<file path="src/rtl/fw_pkg.sv">
`timescale 1ns/1ps
package fw_pkg;

  typedef enum logic [2:0] {
    PH_IDLE,
    PH_CMD,
    PH_ADR,
    PH_DMY,
    PH_DAT
  } fw_ph_e;

  localparam logic [7:0] FW_RST_OP = 8'h03;

  // log2 of the lane count used by address, dummy and data phases
  function automatic logic [1:0] mode_lg(input logic [1:0] mode);
    logic [1:0] r;
    case (mode)
      2'd0:    r = 2'd0;
      2'd1:    r = 2'd1;
      default: r = 2'd2;
    endcase
    return r;
  endfunction

  // serial clocks in a phase minus one
  function automatic logic [7:0] span(input logic [7:0] bits, input logic [1:0] lg);
    return (bits >> lg) - 8'd1;
  endfunction

  function automatic logic [3:0] lane_mask(input logic [1:0] lg);
    logic [3:0] r;
    case (lg)
      2'd0:    r = 4'b0001;
      2'd1:    r = 4'b0011;
      default: r = 4'b1111;
    endcase
    return r;
  endfunction

endpackage

</file>
<file path="src/rtl/fw_cfg_reg.sv">
`timescale 1ns/1ps
module fw_cfg_reg
  import fw_pkg::*;
(
  input  logic        clk,
  input  logic        rst,
  input  logic        we,
  input  logic [31:0] wdata,
  output logic [7:0]  op,
  output logic [1:0]  mode,
  output logic [1:0]  dmy,
  output logic        addr4,
  output logic [1:0]  burst,
  output logic [31:0] q
);

  logic lock;
  logic unused_bits;

  assign unused_bits = ^{wdata[30:26], wdata[23:18], wdata[15:14], wdata[11:10]};

  always_ff @(posedge clk) begin
    if (rst) begin
      op    <= FW_RST_OP;
      mode  <= 2'd0;
      dmy   <= 2'd0;
      addr4 <= 1'b0;
      burst <= 2'd0;
      lock  <= 1'b0;
    end else if (we && !lock) begin
      op    <= wdata[7:0];
      mode  <= wdata[9:8];
      dmy   <= wdata[13:12];
      addr4 <= |wdata[17:16];
      burst <= wdata[25:24];
      lock  <= wdata[31];
    end
  end

  assign q = {lock, 5'd0, burst, 6'd0, 1'b0, addr4, 2'd0, dmy, 2'd0, mode, op};

endmodule

</file>
<file path="src/rtl/fw_win_dec.sv">
`timescale 1ns/1ps
module fw_win_dec #(
  parameter int CS_NUM  = 4,
  parameter int WIN_LG2 = 27,
  parameter int CSB     = 2,
  parameter int AW      = 29
) (
  input  logic [AW-1:0]     addr,
  output logic [CS_NUM-1:0] sel,
  output logic [31:0]       off32
);

  for (genvar g = 0; g < CS_NUM; g++) begin : g_sel
    assign sel[g] = (addr[AW-1:WIN_LG2] == CSB'(g));
  end

  assign off32 = 32'(addr[WIN_LG2-1:0]);

endmodule

</file>
<file path="src/rtl/fw_shift_eng.sv">
`timescale 1ns/1ps
module fw_shift_eng
  import fw_pkg::*;
#(
  parameter int CS_NUM = 4
) (
  input  logic              clk,
  input  logic              rst,
  input  logic              start,
  input  logic [CS_NUM-1:0] sel,
  input  logic [31:0]       off32,
  input  logic [7:0]        op,
  input  logic [1:0]        mode,
  input  logic [1:0]        dmy,
  input  logic              addr4,
  input  logic [1:0]        burst,
  output logic              busy,
  output logic              sck,
  output logic [CS_NUM-1:0] cs_n,
  output logic [3:0]        io_out,
  output logic [3:0]        io_oe,
  input  logic [3:0]        io_in,
  output logic              rvalid,
  output logic [31:0]       rdata,
  output logic              rlast
);

  fw_ph_e            st;
  logic              sck_q;
  logic [CS_NUM-1:0] cs_q;
  logic [31:0]       sh, raw, off_q;
  logic [1:0]        lg_q, dlg_q, dmy_q, bst_q;
  logic              a4_q;
  logic [7:0]        cnt, wcnt;
  logic              rv_q, rl_q;
  logic [31:0]       rd_q;
  logic [7:0]        dat_bits;
  logic [1:0]        cmd_lg;

  function automatic logic [31:0] shl(input logic [31:0] v, input logic [1:0] lg);
    logic [31:0] r;
    case (lg)
      2'd0:    r = {v[30:0], 1'b0};
      2'd1:    r = {v[29:0], 2'b0};
      default: r = {v[27:0], 4'b0};
    endcase
    return r;
  endfunction

  function automatic logic [31:0] shin(input logic [31:0] v, input logic [3:0] d,
                                       input logic [1:0] lg);
    logic [31:0] r;
    case (lg)
      2'd0:    r = {v[30:0], d[1]};
      2'd1:    r = {v[29:0], d[1:0]};
      default: r = {v[27:0], d};
    endcase
    return r;
  endfunction

  assign dat_bits = ({6'd0, bst_q} + 8'd1) << 5;
  assign cmd_lg   = (mode == 2'd3) ? 2'd2 : 2'd0;

  always_ff @(posedge clk) begin
    if (rst) begin
      st    <= PH_IDLE;
      sck_q <= 1'b0;
      cs_q  <= '1;
      sh    <= '0;
      raw   <= '0;
      off_q <= '0;
      lg_q  <= 2'd0;
      dlg_q <= 2'd0;
      dmy_q <= 2'd0;
      bst_q <= 2'd0;
      a4_q  <= 1'b0;
      cnt   <= '0;
      wcnt  <= '0;
      rv_q  <= 1'b0;
      rl_q  <= 1'b0;
      rd_q  <= '0;
    end else begin
      rv_q <= 1'b0;
      rl_q <= 1'b0;
      if (st == PH_IDLE) begin
        if (start) begin
          cs_q  <= ~sel;
          sh    <= {op, 24'd0};
          lg_q  <= cmd_lg;
          cnt   <= span(8'd8, cmd_lg);
          dlg_q <= mode_lg(mode);
          dmy_q <= dmy;
          bst_q <= burst;
          a4_q  <= addr4;
          off_q <= off32;
          sck_q <= 1'b0;
          st    <= PH_CMD;
        end
      end else if (!sck_q) begin
        // rising serial edge: sample inputs
        sck_q <= 1'b1;
        if (st == PH_DAT) raw <= shin(raw, io_in, dlg_q);
      end else begin
        // falling serial edge: advance outputs and phases
        sck_q <= 1'b0;
        if (st == PH_DAT) begin
          if (wcnt == 8'd0) begin
            rv_q <= 1'b1;
            rd_q <= {raw[7:0], raw[15:8], raw[23:16], raw[31:24]};
            rl_q <= (cnt == 8'd0);
            wcnt <= span(8'd32, dlg_q);
          end else begin
            wcnt <= wcnt - 8'd1;
          end
        end
        if (cnt != 8'd0) begin
          cnt <= cnt - 8'd1;
          sh  <= shl(sh, lg_q);
        end else begin
          case (st)
            PH_CMD: begin
              st   <= PH_ADR;
              lg_q <= dlg_q;
              sh   <= a4_q ? off_q : {off_q[23:0], 8'd0};
              cnt  <= span(a4_q ? 8'd32 : 8'd24, dlg_q);
            end
            PH_ADR: begin
              if (dmy_q != 2'd0) begin
                st  <= PH_DMY;
                cnt <= span({3'd0, dmy_q, 3'd0}, dlg_q);
              end else begin
                st   <= PH_DAT;
                cnt  <= span(dat_bits, dlg_q);
                wcnt <= span(8'd32, dlg_q);
              end
            end
            PH_DMY: begin
              st   <= PH_DAT;
              cnt  <= span(dat_bits, dlg_q);
              wcnt <= span(8'd32, dlg_q);
            end
            default: begin
              st   <= PH_IDLE;
              cs_q <= '1;
            end
          endcase
        end
      end
    end
  end

  always_comb begin
    case (lg_q)
      2'd0:    io_out = {3'b000, sh[31]};
      2'd1:    io_out = {2'b00, sh[31:30]};
      default: io_out = sh[31:28];
    endcase
    io_oe = (st == PH_CMD || st == PH_ADR) ? lane_mask(lg_q) : 4'b0000;
  end

  assign busy   = (st != PH_IDLE);
  assign sck    = sck_q;
  assign cs_n   = cs_q;
  assign rvalid = rv_q;
  assign rdata  = rd_q;
  assign rlast  = rl_q;

endmodule

</file>
<file path="src/rtl/flash_read_window.sv">
`timescale 1ns/1ps
module flash_read_window
  import fw_pkg::*;
#(
  parameter  int CS_NUM  = 4,
  parameter  int WIN_LG2 = 27,
  localparam int CSB     = $clog2(CS_NUM),
  localparam int AW      = WIN_LG2 + CSB
) (
  input  logic              clk,
  input  logic              rst,
  input  logic              cfg_we,
  input  logic [31:0]       cfg_wdata,
  output logic [31:0]       cfg_q,
  input  logic              bus_req,
  input  logic [AW-1:0]     bus_addr,
  output logic              bus_busy,
  output logic              bus_rvalid,
  output logic [31:0]       bus_rdata,
  output logic              bus_rlast,
  output logic              spi_sck,
  output logic [CS_NUM-1:0] spi_cs_n,
  output logic [3:0]        spi_io_out,
  output logic [3:0]        spi_io_oe,
  input  logic [3:0]        spi_io_in
);

  logic [7:0]        c_op;
  logic [1:0]        c_mode, c_dmy, c_burst;
  logic              c_a4;
  logic [CS_NUM-1:0] sel;
  logic [31:0]       off32;

  fw_cfg_reg u_cfg (
    .clk   (clk),
    .rst   (rst),
    .we    (cfg_we),
    .wdata (cfg_wdata),
    .op    (c_op),
    .mode  (c_mode),
    .dmy   (c_dmy),
    .addr4 (c_a4),
    .burst (c_burst),
    .q     (cfg_q)
  );

  fw_win_dec #(
    .CS_NUM  (CS_NUM),
    .WIN_LG2 (WIN_LG2),
    .CSB     (CSB),
    .AW      (AW)
  ) u_dec (
    .addr  (bus_addr),
    .sel   (sel),
    .off32 (off32)
  );

  fw_shift_eng #(
    .CS_NUM (CS_NUM)
  ) u_eng (
    .clk    (clk),
    .rst    (rst),
    .start  (bus_req),
    .sel    (sel),
    .off32  (off32),
    .op     (c_op),
    .mode   (c_mode),
    .dmy    (c_dmy),
    .addr4  (c_a4),
    .burst  (c_burst),
    .busy   (bus_busy),
    .sck    (spi_sck),
    .cs_n   (spi_cs_n),
    .io_out (spi_io_out),
    .io_oe  (spi_io_oe),
    .io_in  (spi_io_in),
    .rvalid (bus_rvalid),
    .rdata  (bus_rdata),
    .rlast  (bus_rlast)
  );

endmodule

</file>
<file path="config.mk">
export PLATFORM = sky130hd
export DESIGN_NAME = flash_read_window
export DESIGN_NICKNAME = d
export VERILOG_FILES = /design/src/rtl/fw_pkg.sv /design/src/rtl/fw_cfg_reg.sv /design/src/rtl/fw_win_dec.sv /design/src/rtl/fw_shift_eng.sv /design/src/rtl/flash_read_window.sv
export SDC_FILE = /design/constraint.sdc
export NUM_CORES = 1
export LEC_CHECK = 0
export BUFFER_PORTS_ARGS = -buffer_cell sky130_fd_sc_hd__clkbuf_2
export CORE_MARGIN = 1
export CORE_UTILIZATION = 50
export DETAILED_ROUTE_END_ITERATION = 10
export GPL_TIMING_DRIVEN = 0
export PLACE_DENSITY = 0.72
export SKIP_LAST_GASP = 1
export SYNTH_ARGS = -nofsm -noshare
export SYNTH_HDL_FRONTEND = slang
export SYNTH_SLANG_ARGS = --single-unit
</file>
<file path="constraint.sdc">
create_clock -name clk -period 3.6 [get_ports clk]
set_input_delay 0 -clock clk [delete_from_list [all_inputs] [get_ports clk]]
set_output_delay 0 -clock clk [all_outputs]
set_load 0.005 [all_outputs]
</file>
Word-level counts from Yosys, hierarchy flattened:

Index checks and enable logic that the tools add are counted.
W data, S select, Z words.

* eq/ne operators: 14
* reduce and logical (&&, ||, !) cells: 30
* add/subtract/negate cells: 8
* mux-type cells: 45
* bitwise gates (word level): 5
* shifts and indexed selects: 5

Operator list (number)
* $mux W32: 6
* $pmux W32 S2: 2
* $mux W8: 9
* $sub A8 B1 Y8 const B: 7
* $mux W4: 6
* $pmux W8 S3: 1
* $logic_not A8 Y1: 2
* $pmux W4 S2: 2
* $pmux W8 S2: 1
* $shr A8 B2 Y8: 2
* $mux W3: 5
* $mux W2: 6
* $reduce_and A3 Y1: 4
* $reduce_and A4 Y1: 3
* $pmux W3 S3: 1
* $eq A2 B1 Y1 const B: 4
* $logic_not A2 Y1: 4
* $reduce_bool A8 Y1: 1
* $shr A4 B2 Y8 const A: 1
* $shr A5 B2 Y8: 1
* $shr A6 B2 Y8 const A: 1
* $eq A2 B2 Y1 const B: 3
* $eq A3 B2 Y1 const B: 2
* $mux W6: 1
* other kinds (21): 32

* bits in registers: 174
* output and inout bits: 80
* logic and storage cells: 129
* input port bits: 69

Logic depth before layout (Yosys ltp):

* depth in word-level cells: 8
* gate-level depth with buffers: 13

By module:

From an unflattened synthesis, not the netlist that was laid out.

* cell total of the unflattened synthesis: 1244
* area total of the unflattened synthesis: 9740.6 sq um

By module, submodules not included
* fw_shift_eng: instances 1, cells each 1106, area an instance 8669.6 sq um, sequential area each 3263.1 sq um
* fw_cfg_reg: instances 1, cells each 101, area an instance 800.8 sq um, sequential area each 320.3 sq um
* fw_win_dec: instances 1, cells each 37, area an instance 270.3 sq um, sequential area each 0.0 sq um

Least setup slack after synthesis:

Ideal clock, no wire load.

* path kind: reg2reg
* from: reg u_eng.a4_q
* to: reg u_eng.cnt[7]
* cell stages (with the launch flop): 9
* library setup time: 0.070 ns
* buffers on the path: 2
* data arrival time: 2.656 ns
* path slack: 0.874 ns
* period minus slack after synthesis: 2.726 ns
* cell sequence: dfxtp_1 > clkbuf_1 > clkbuf_1 > inv_1 > ha_1 > o41ai_1 > a31oi_1 > or4_1 > a21oi_1

* cells in the longest elaborated chain, start to end: 7

Ends and longest elaborated chain
* from (decl): RTL line fw_shift_eng.sv:33 `logic a4_q;`
* from (signal assigned): RTL line fw_shift_eng.sv:94 `a4_q <= addr4;`
* $mux W6: RTL line fw_shift_eng.sv:125 `cnt <= span(a4_q ? 8'd32 : 8'd24, dlg_q);`
* $shr A8 B2 Y8: RTL line fw_pkg.sv:27 `return (bits >> lg) - 8'd1;`
* $sub A8 B1 Y8: RTL line fw_pkg.sv:27
* $pmux W8 S3: RTL line fw_shift_eng.sv:120 `case (st)`
* $mux W8: RTL line fw_shift_eng.sv:116 `if (cnt != 8'd0) begin`
* $mux W8: RTL line fw_shift_eng.sv:99 `end else if (!sck_q) begin`
* $mux W8: RTL line fw_shift_eng.sv:85 `if (st == PH_IDLE) begin`
* to (signal assigned): RTL line fw_shift_eng.sv:90 `cnt <= span(8'd8, cmd_lg);`
* to (signal assigned): RTL line fw_shift_eng.sv:117 `cnt <= cnt - 8'd1;`
* to (signal assigned): RTL line fw_shift_eng.sv:125
* to (decl): RTL line fw_shift_eng.sv:34 `logic [7:0] cnt, wcnt;`

Every way passes these cells. The select of a mux whose other input is x is not followed.
A chain may end at the register's enable or synchronous reset.

Final worst setup path:

* from: reg u_eng.dlg_q[0]
* to: reg u_eng.cnt[6]

* cells in the longest elaborated chain, start to end: 7
* elaborated cells between the ends (all ways): 11
* classes of those cells: add/sub (3); shift (3); mux (5)

Ends and longest elaborated chain
* from (decl): RTL line fw_shift_eng.sv:32 `logic [1:0] lg_q, dlg_q, dmy_q, bst_q;`
* from (signal assigned): RTL line fw_shift_eng.sv:91 `dlg_q <= mode_lg(mode);`
* $shr A8 B2 Y8 / $shr A5 B2 Y8 (equally long branches): RTL line fw_pkg.sv:27
* $sub A8 B1 Y8: RTL line fw_pkg.sv:27
* $mux W8: RTL line fw_shift_eng.sv:128 `if (dmy_q != 2'd0) begin`
* $pmux W8 S3 *: RTL line fw_shift_eng.sv:120
* $mux W8 *: RTL line fw_shift_eng.sv:116
* $mux W8 *: RTL line fw_shift_eng.sv:99
* $mux W8 *: RTL line fw_shift_eng.sv:85

Mark *: on every way between the ends. The rest lies on a longest branch, timed or not. The select of a mux whose other input is x is not followed.

==> summary.md <==
| Metric | Value |
|---|---|
| Portion of the clock cycle consumed by the worst path in the final layout | 93.3% |
| Setup repair after global routing missed its margin | no |
| Filler cells | 1629 |
| Start of the worst register-to-register path | u_eng.dlg_q[0]$_SDFFE_PP0P_ |
| GR Util All Layers | 31.8% |
| Switching part of the total power | 29.9% |
| Total number of yosys warnings | 0 |
| Deepest level of the CTS H-tree | 4 |
| Sequential share of the synthesized area | 37.3% |
| Buffer levels on the longest clock path | 2 |
| Number of enable flip-flop cells after synthesis | 0 |
| Result of the run | finished with violations |
| Average wire per cell in the routed design | 18.4 um |
| Startpoint type of the worst setup path | register |
| Arr. time, crit path | 3.69 ns |
| Layout Skew | 0.0101 ns |
| First-iteration detailed-routing DRC count | 1143 |
| Switching power | 1.42 mW |
| Drt drc | 8 |
| Netlist Area Pre-Place | 9330 um2 |
| Clock root buffer master | sky130_fd_sc_hd__clkbuf_16 |
| Share of the synthesized area in compound gates (AO/OA/AOI/OAI) | 21.3% |
| Clk sinks | 174 |
| Row Count | 49 |
| CORE AREA | 18100 um2 |
| Routed metal-1 wire length | 13300 um |
| Floorplan die width | 139 um |
| Netlist cell types | 66 |
| Headroom to the max-slew limit | 38.9% |
| Minimum clock period after layout | 3.36 ns |
| Post-Route WL | 30900 um |
| P&R area growth vs syn | 21.9% |
| Dominant combinational cell family by area after synthesis | simple AND/OR/NAND/NOR gates |
| Gate count of the mapped netlist | 1237 |
| Final setup violation count | 0 |
| Most frequent standard cell in the layout excluding fill and tap cells | sky130_fd_sc_hd__nand2_1 |
| Count of nets after finishing | 1518 |
| Placer's final routability congestion estimate | 0.955 |
| CTS tree | yes |
| Number of CTS-inserted buffers | 17 |
| Flop pwr share | 43.5% |
| Number of maximum-capacitance violations | 0 |
| Highest fanout seen on the critical path | 10 |
| Worst skew pair latency | 0.44 ns |
| Type of the worst setup path | reg2reg |
| Flip-flop and latch count after synthesis | 174 |
| Start point of the critical path | u_eng.dlg_q[0]$_SDFFE_PP0P_ |
| Asr flop ratio synth | 0% |
| Placed instance area | 10300 um2 |
| Residual overflow from global routing | 0 |
| Via total after detailed routing | 9961 |
| Detailed-router iteration count before antenna repair | 9 |
| I/O pins | 149 |
| Multiplexer area fraction after synthesis | 9.59% |
| Commonest register cell after synthesis | sky130_fd_sc_hd__dfxtp_1 |
| Worst setup endpoint | u_eng.cnt[6]$_SDFFE_PP0P_ |
| Clock slew seen by the registers of the worst setup and hold paths | 0.07 ns |
| Average instance area after synthesis | 7.54 um2 |
| Final Hold Vio Count | 0 |
| Maximum vdd drop | 351 uV |
| Total of buffers placed on input and output ports | 116 |
| Highest routed metal layer | met4 |
| Post-Route Utilization | 62.7% |
| Basic-gate share of the synthesized area counting and, or, nand and nor cells | 22.9% |
| Met2 Routed Length | 13500 um |
| Ratio of cells with drive above 1 in the final layout | 14.7% |
| Kind of end point of the critical path | register |
| Design internal power | 3.33 mW |
| Die area | 19200 um2 |
| Initial antenna violation count | 2 |
| Finished layout cell area | 11400 um2 |
| Vias in the first global route | 9009 |
| Clock power share | 39.7% |
| Req. time, crit path | 3.93 ns |
| Global-route wire length before repair | 48200 um |
| Maximum clock rate | 0.298 GHz |
| Combinational fraction of design power | 16.8% |
| Max-slew violation total from the final report | 0 |
| Pwr Density | 417 nW/um2 |
| Buffer count from post-CTS setup fixing | 0 |
| Slew of the pin with the lowest slew margin | 0.916 ns |
| Starting density of the core | 51.4% |
| Die height | 139 um |
| Minimum setup slack among reg-to-reg paths | 0.24 ns |
| Vias per cell | 5.92 |
| Commonest cells after routing, fill and taps aside | sky130_fd_sc_hd__nand2_1, sky130_fd_sc_hd__dfxtp_1, sky130_fd_sc_hd__a21oi_1 |
| Static Leakage | 4.15 nW |
| Class of the worst hold path | in2reg |
| Placed wire-length estimate | 21700 um |
| Routed Antenna Nets | 0 |
| Met3 layer wire length in the routed design | 3010 um |
| Failing checks | design-rule violations |
| Depth of the worst register-to-register path | 12 |
| Share of synthesized cell area in full adder, half adder and majority cells | 1.34% |
| Pin count of the biggest net entering global routing | 17 |
| Xor and xnor fraction of the mapped netlist area | 0.751% |
| Final sum of negative setup slack | 0 ns |
| Reg-to-reg endpoint | u_eng.cnt[6]$_SDFFE_PP0P_ |
stage by stage:
stage                     std cells  hold WS (ns)  setup WS (ns)  power, mW
final                          1683        0.0123          0.241       4.75
after global routing           1683        0.0438         0.0527       4.90
after CTS                      1682       0.00430          0.149       4.72
after detailed placement       1597         0.224          0.172       2.83
after global placement         1597         0.220          0.167       2.82
after floorplan                1252         0.124          0.874       2.57
worst min-delay path by stage:
stage                     cells past startpoint          from                     endpoint
after CTS                                     4        cfg_we  u_cfg.burst[1]$_SDFFE_PP0P_
after detailed placement                      3  cfg_wdata[0]     u_cfg.op[0]$_SDFFE_PP1P_
after floorplan                               2  cfg_wdata[0]     u_cfg.op[0]$_SDFFE_PP1P_
after global placement                        3  cfg_wdata[0]     u_cfg.op[0]$_SDFFE_PP1P_
final                                         4        cfg_we    u_cfg.dmy[1]$_SDFFE_PP0P_
after global routing                          4        cfg_we    u_cfg.dmy[1]$_SDFFE_PP0P_
layer usage:
metal  vias up  global-route usage [%]
li1       4667                       -
met1      4690                    44.2
met2       516                    47.8
met3        88                    6.32
met4         0                    13.5
met5         -                       0
power by group through the flow:
stage                     logic (mW)  registers (mW)  clock network [mW]
after floorplan                0.503            2.07                   0
after global placement         0.714            2.10                   0
after detailed placement       0.721            2.10                   0
after CTS                      0.770            2.06                1.89
after global routing           0.862            2.07                1.97
final                          0.798            2.07                1.88
cells in the mapped netlist, types with 6 or more instances:
library cell | instances | share of area, %
sky130_fd_sc_hd__nand2b_1 | 10 | 0.67
sky130_fd_sc_hd__nor2_1 | 105 | 4.2
sky130_fd_sc_hd__o211ai_1 | 7 | 0.56
sky130_fd_sc_hd__and2_1 | 7 | 0.47
sky130_fd_sc_hd__clkbuf_1 | 69 | 2.8
sky130_fd_sc_hd__o41ai_1 | 8 | 0.75
sky130_fd_sc_hd__or3_1 | 7 | 0.47
sky130_fd_sc_hd__dfxtp_1 | 174 | 37
sky130_fd_sc_hd__nor2b_1 | 7 | 0.47
sky130_fd_sc_hd__a311oi_1 | 8 | 0.75
sky130_fd_sc_hd__mux2i_1 | 86 | 9.2
sky130_fd_sc_hd__a22oi_1 | 22 | 1.8
sky130_fd_sc_hd__nor3_1 | 13 | 0.70
sky130_fd_sc_hd__nand3b_1 | 11 | 0.88
sky130_fd_sc_hd__a31oi_1 | 6 | 0.40
sky130_fd_sc_hd__buf_4 | 23 | 1.9
sky130_fd_sc_hd__o21ai_0 | 62 | 3.3
sky130_fd_sc_hd__nand2_1 | 288 | 12
sky130_fd_sc_hd__inv_1 | 10 | 0.40
sky130_fd_sc_hd__nand3_1 | 20 | 1.1
sky130_fd_sc_hd__ha_1 | 10 | 1.3
sky130_fd_sc_hd__a211oi_1 | 30 | 2.4
sky130_fd_sc_hd__a21oi_1 | 160 | 8.6
sky130_fd_sc_hd__buf_2 | 21 | 1.1
worst max-delay path, stage by stage, from the launching register on:
cell                        delay (ns)
sky130_fd_sc_hd__dfxtp_1          0.34
sky130_fd_sc_hd__clkbuf_1         0.32
sky130_fd_sc_hd__clkbuf_1         0.49
sky130_fd_sc_hd__clkbuf_1         0.43
sky130_fd_sc_hd__nand2_1          0.09
sky130_fd_sc_hd__o21ai_0          0.09
sky130_fd_sc_hd__nand2_1          0.08
sky130_fd_sc_hd__ha_1             0.29
sky130_fd_sc_hd__o21ai_0          0.11
sky130_fd_sc_hd__nor2_1           0.05
sky130_fd_sc_hd__o311ai_0         0.43
sky130_fd_sc_hd__o2111ai_1        0.24
sky130_fd_sc_hd__a31o_2           0.29
timing repair:
action | CTS | global route
endpoints found under the setup margin | 0 | 1
endpoints found under the hold margin | 52 | 0
gates resized for setup | 0 | 0
hold buffers | 53 | 0
area by class of cell:
| class | count | area [um2] | share of cell area [%] |
|---|---|---|---|
| Clock inverter | 12 | 151 | 1.33 |
| Timing Repair Buffer | 169 | 1110 | 9.77 |
| Inverter | 10 | 37.5 | 0.330 |
| Tap cell | 229 | 287 | 2.52 |
| Buffer | 120 | 586 | 5.15 |
| Multi-Input combinational cell | 947 | 5280 | 46.4 |
| Sequential cell | 174 | 3480 | 30.6 |
| Antenna cell | 2 | 5.00 | 0.0440 |
| Clock buffer | 20 | 437 | 3.84 |
sequential cells by signal, summed over array words and instances, names as in the netlist:
| signal | cells |
|---|---|
| u_eng.raw | 32 |
| u_eng.rdata | 32 |
| u_eng.sh | 32 |
| u_eng.off_q | 27 |
| u_cfg.op | 8 |
| u_eng.cnt | 8 |
| u_eng.wcnt | 8 |
| u_eng.cs_n | 4 |
| u_eng.st | 3 |
| u_cfg.burst | 2 |
| u_cfg.dmy | 2 |
| u_cfg.mode | 2 |
| u_eng.bst_q | 2 |
| u_eng.dlg_q | 2 |
| u_eng.dmy_q | 2 |
| u_eng.lg_q | 2 |
| u_cfg.addr4 | 1 |
| u_cfg.lock | 1 |
| u_eng.a4_q | 1 |
| u_eng.rlast | 1 |
| u_eng.rvalid | 1 |
| u_eng.sck | 1 |
cell families after synthesis:
| logic type | Yosys count |
|---|---|
| AND/OR/NAND/NOR | 493 |
| AO/OA/AOI/OAI | 331 |
| flip-flops | 174 |
| buffers and inverters | 131 |
| multiplexers | 89 |
| adder cells (fa/ha/maj) | 10 |
| XOR/XNOR | 8 |
| other | 1 |
Note: power is estimated with default switching activity, not from simulation.
